## src/rtl/statusIrqPkg.sv

```systemverilog
package statusIrqPkg;
  parameter int STAT_W = 8;

  localparam int B_QUALITY  = 0;
  localparam int B_CALLPROG = 1;
  localparam int B_ANSTONE  = 2;
  localparam int B_CARRIER  = 3;
  localparam int B_MARK     = 4;
  localparam int B_RXDATA   = 5;
  localparam int B_S1PAT    = 6;
  localparam int B_RXLEVEL  = 7;

  localparam logic [STAT_W-1:0] SRC_MASK  = (STAT_W'(1) << B_CALLPROG) | (STAT_W'(1) << B_ANSTONE)
                                          | (STAT_W'(1) << B_CARRIER)  | (STAT_W'(1) << B_MARK)
                                          | (STAT_W'(1) << B_S1PAT);
  localparam logic [STAT_W-1:0] TONE_MASK = (STAT_W'(1) << B_CALLPROG) | (STAT_W'(1) << B_ANSTONE);
  localparam logic [STAT_W-1:0] CARR_MASK = (STAT_W'(1) << B_CARRIER);

  typedef struct packed {
    logic blockAll;
    logic muteTone;
    logic muteCarrier;
  } gateStb_t;
endpackage

```

## src/rtl/statusIrqDatapath.sv

```systemverilog
module statusIrqDatapath
  import statusIrqPkg::*;
(
  input  logic              clk,
  input  logic              rst_n,
  input  logic [STAT_W-1:0] statusIn,
  input  gateStb_t          gate,
  output logic [STAT_W-1:0] snapOut,
  output logic              qualHit
);
  logic [STAT_W-1:0] snapReg;
  logic [STAT_W-1:0] changeVec;
  logic [STAT_W-1:0] qualVec;

  always_ff @(posedge clk) begin
    if (!rst_n) snapReg <= '0;
    else        snapReg <= statusIn;
  end

  assign changeVec = statusIn ^ snapReg;

  for (genvar i = 0; i < STAT_W; i++) begin : gBit
    if (SRC_MASK[i]) begin : gSrc
      logic toneOff, carrOff;
      assign toneOff = gate.muteTone && TONE_MASK[i];
      assign carrOff = gate.muteCarrier && CARR_MASK[i];
      assign qualVec[i] = changeVec[i] && !toneOff && !carrOff && !gate.blockAll;
    end else begin : gNone
      assign qualVec[i] = 1'b0;
    end
  end

  assign qualHit = |qualVec;
  assign snapOut = snapReg;
endmodule

```

## src/rtl/statusIrqControl.sv

```systemverilog
module statusIrqControl
  import statusIrqPkg::*;
(
  input  logic     clk,
  input  logic     rst_n,
  input  logic     irqEnable,
  input  logic     txEnable,
  input  logic     dtmfActive,
  input  logic     powerDown,
  input  logic     statusRead,
  input  logic     qualHit,
  output gateStb_t gate,
  output logic     irqOut
);
  logic pendReg;
  logic pendNext;

  always_comb begin
    gate.blockAll    = !irqEnable || powerDown;
    gate.muteTone    = txEnable;
    gate.muteCarrier = dtmfActive;
  end

  always_comb begin
    if (gate.blockAll)   pendNext = 1'b0;
    else if (qualHit)    pendNext = 1'b1;
    else if (statusRead) pendNext = 1'b0;
    else                 pendNext = pendReg;
  end

  always_ff @(posedge clk) begin
    if (!rst_n) pendReg <= 1'b0;
    else        pendReg <= pendNext;
  end

  assign irqOut = pendReg;
endmodule

```

## src/rtl/statusIrqCtrl.sv

```systemverilog
module statusIrqCtrl
  import statusIrqPkg::*;
(
  input  logic              clk,
  input  logic              rst_n,
  input  logic [STAT_W-1:0] statusIn,
  input  logic              irqEnable,
  input  logic              txEnable,
  input  logic              dtmfActive,
  input  logic              powerDown,
  input  logic              statusRead,
  output logic [STAT_W-1:0] statusSnap,
  output logic              irqOut
);
  gateStb_t gate;
  logic     qualHit;

  statusIrqDatapath uDp (
    .clk(clk), .rst_n(rst_n), .statusIn(statusIn), .gate(gate),
    .snapOut(statusSnap), .qualHit(qualHit)
  );

  statusIrqControl uCtl (
    .clk(clk), .rst_n(rst_n), .irqEnable(irqEnable), .txEnable(txEnable),
    .dtmfActive(dtmfActive), .powerDown(powerDown), .statusRead(statusRead),
    .qualHit(qualHit), .gate(gate), .irqOut(irqOut)
  );
endmodule

```

## config.mk

```make
export PLATFORM = sky130hd
export DESIGN_NAME = statusIrqCtrl
export DESIGN_NICKNAME = d
export VERILOG_FILES = /design/src/rtl/statusIrqPkg.sv /design/src/rtl/statusIrqDatapath.sv /design/src/rtl/statusIrqControl.sv /design/src/rtl/statusIrqCtrl.sv
export SDC_FILE = /design/constraint.sdc
export NUM_CORES = 1
export LEC_CHECK = 0
export BUFFER_PORTS_ARGS = -buffer_cell sky130_fd_sc_hd__buf_4
export CAP_MARGIN = 20
export CORE_AREA = 2 2 39 41
export CTS_CLUSTER_DIAMETER = 60
export DETAILED_ROUTE_END_ITERATION = 10
export DIE_AREA = 0 0 41 43
export PLACE_DENSITY = 0.61
export SYNTH_ARGS = -nofsm -noshare
export SYNTH_HDL_FRONTEND = slang
export SYNTH_SLANG_ARGS = --single-unit
```

## constraint.sdc

```tcl
create_clock -name clk -period 1.45 [get_ports clk]
set_input_delay 0 -clock clk [delete_from_list [all_inputs] [get_ports clk]]
set_output_delay 0 -clock clk [all_outputs]
set_load 0.01 [all_outputs]
```

==> results.sh <==
export IMPL_drt_wl_total_um=684
export IMPL_dp_hpwl_um=493
export IMPL_grt_ovfl_total=0
export IMPL_cap_violations=0
export IMPL_ir_drop_uv=406
export IMPL_vias=319
export IMPL_final_core_util_pct=44.8
export IMPL_clk_pin_slew_ns=0.06
export IMPL_rsz0062_at_grt="no"
export IMPL_final_seq_area_um2=180
export IMPL_yosysTopAreaCell="dfxtp_1"
export IMPL_drtIter0Drc=0
export IMPL_reg2reg_slack_ns=0.58
export IMPL_maxUsedRoutingLayer="met3"
export IMPL_crit_type="in -> reg"
export IMPL_filler_cell_count=140
export IMPL_max_slew_worst_pin_slew_ns=0.164
export IMPL_period_share_pct=65.6
export IMPL_ant_nets=0
export IMPL_syn_nets=43
export IMPL_rows=14
export IMPL_final_max_slew_viol_count=0
export IMPL_core_um2=1380
export IMPL_pre_cts_slack_ns=0.578
export IMPL_cts_buffers_inserted=3
export IMPL_vias_per_cell=3.99
export IMPL_root_buffer="clkbuf_4"
export IMPL_crit_path_start_kind="input pin"
export IMPL_synth_seq_cells=9
export IMPL_grt_max_degree=10
export IMPL_design_area_um2=619
export IMPL_setup_viol=0
export IMPL_worstRegToRegCells=3
export IMPL_min_period_ns=0.952
export IMPL_place_area_um2=503
export IMPL_htreeDepth=1
export IMPL_setup_tns_ns=0
export IMPL_tritoncts="done"
export IMPL_leakage_nw=0.282
export IMPL_drive_gt1_share_pct=42.2
export IMPL_dp_cells=67
export IMPL_hold_class="in -> reg"
export IMPL_endpoint_kind="register"
export IMPL_multi_input_area_um2=130
export IMPL_fin_cells=80
export IMPL_drc_errors=0
export IMPL_max_freq_ghz=1.05
export IMPL_portBuffers=23
export IMPL_cts_sinks=9
export IMPL_antenna_found_initial=0
export IMPL_grt_pass1_vias=307
export IMPL_grt_use_total_pct=10.1
export IMPL_post_cts_buffers=0
export IMPL_fin_nets=80
export IMPL_synthDistinctLibCells=10
export IMPL_start_util_pct=22.4
export IMPL_required_ns=1.60
export IMPL_fp_dieW_um=41
export IMPL_netlist_area_leader_share_pct=58.1
export IMPL_power_density_nw_per_um2=907
export IMPL_setup_ws_ns=0.498
export IMPL_syn_area_per_cell_um2=11.1
export IMPL_die_h_um=43
export IMPL_skew_ns=0.00226
export IMPL_wl_met2_um=376
export IMPL_syn_area_um2=310
export IMPL_critPathMaxFanout=2
export IMPL_status="complete, no violations"
export IMPL_crit_arrival_ns=1.10
export IMPL_synth_seq_area_share_pct=58.1
export IMPL_wl_met1_um=242
export IMPL_wl_per_cell_um=8.55
export IMPL_synth_area_leaders="dfxtp_1, and2_1, xnor2_1, o2111ai_1, and2_2"
export IMPL_clk_path_buf_depth=2
export IMPL_die_area_um2=1760
export IMPL_syn_inst=28
export IMPL_r2r_start="uDp.snapOut[6]"
export IMPL_worstSkewPairLatency_ns=0.25
export IMPL_firstDrtPassIters=1
export IMPL_startpoint="statusIn[3]"
export IMPL_finalHoldViolCount=0
export IMPL_maxSlewHeadroom_pct=89.1
export IMPL_n_antenna_cell=0
export IMPL_grt_first_pass_wirelength_um=1150
export IMPL_area_growth_pct=99.6
export IMPL_place_gp_congestion=0.556
export IMPL_wl_met3_um=64
export IMPL_num_io_pins=24
export IMPL_reg2reg_to="uCtl.irqOut"
export IMPL_crit_path_end="uCtl.irqOut"
export IMPL_yosysWarnings=0
## where the power goes
part	leakage (nW)	switching [mW]	total (mW)	internal [mW]
clock network	0.0150	0.0845	0.190	0.106
logic	0.192	0.0318	0.105	0.0727
registers	0.0749	0.00626	0.267	0.261
total	0.282	0.123	0.562	0.439
## flip-flops by register name (all words and copies together), names as in the netlist
name	count
uDp.snapOut	8
uCtl.irqOut	1
## through the flow
stage | hold slack, ns | power (mW)
detailed placement | 0.210 | 0.360
global route | 0.0180 | 0.601
floorplan | 0.122 | 0.304
global placement | 0.209 | 0.359
finish | 0.0120 | 0.562
CTS | 0.0151 | 0.579
## how the worst min path moves through the flow
stage,start,to,slack [ns],cells after the start
2_1_floorplan,rst_n,uDp.snapOut[0],0.12,1
3_3_place_gp,statusIn[7],uDp.snapOut[7],0.21,2
3_5_place_dp,statusIn[0],uDp.snapOut[0],0.21,2
4_1_cts,rst_n,uDp.snapOut[1],0.02,2
5_1_grt,rst_n,uDp.snapOut[1],0.02,2
6_report,rst_n,uDp.snapOut[0],0.01,2
## synthesized netlist by cell type (all sizes together)
library cell,count
xnor2,5
nand2b,1
dfxtp,9
o21a,1
o2111ai,1
a21oi,1
nand2,1
nor2,1
and2,8
## metal layers
| layer | global-route usage [%] | vias to the layer above |
|---|---|---|
| met3 | 3.14 | 0 |
| met4 | 6.00 | 0 |
| met2 | 15.6 | 13 |
| met5 | 0 | - |
| met1 | 11.3 | 144 |
| li1 | - | 162 |
## layout make-up
type,count,share of cell area [%]
repair buffers,32,42.4
flip-flops and latches,9,29.1
multi-input cells,19,21.0
clock buffers,4,4.24
well taps,16,3.23
## worst max-delay path, stage by stage
cell and delay, ns:
dlygate4sd3_1 0.54, buf_4 0.14, xnor2_1 0.13, o2111ai_1 0.11, o21a_1 0.18
## cell families after synthesis
family | count (synthesis) | share of synthesized area (%)
and+or+nand+nor | 11 | 21.0
DFF | 9 | 58.1
xor gates and xnor gates | 5 | 14.1
AOI/OAI and AO/OA | 3 | 6.85
## what timing repair did
action                    CTS  global route
hold endpoints to repair    9             0
gates resized for setup     0             0
hold buffers                9             0
## cell usage in the layout, fill, tap and decap left out
cell	synthesis	layout
dfxtp_1	9	9
nand2b_1	1	1
clkbuf_1	0	1
a21oi_1	1	1
nor2_1	1	1
o2111ai_1	1	1
buf_4	0	23
o21a_1	1	1
and2_2	1	1
nand2_1	1	1
dlygate4sd3_1	0	9
clkbuf_4	0	3
and2_1	7	7
xnor2_1	5	5
No activity file was read; power rests on OpenSTA's default activity.
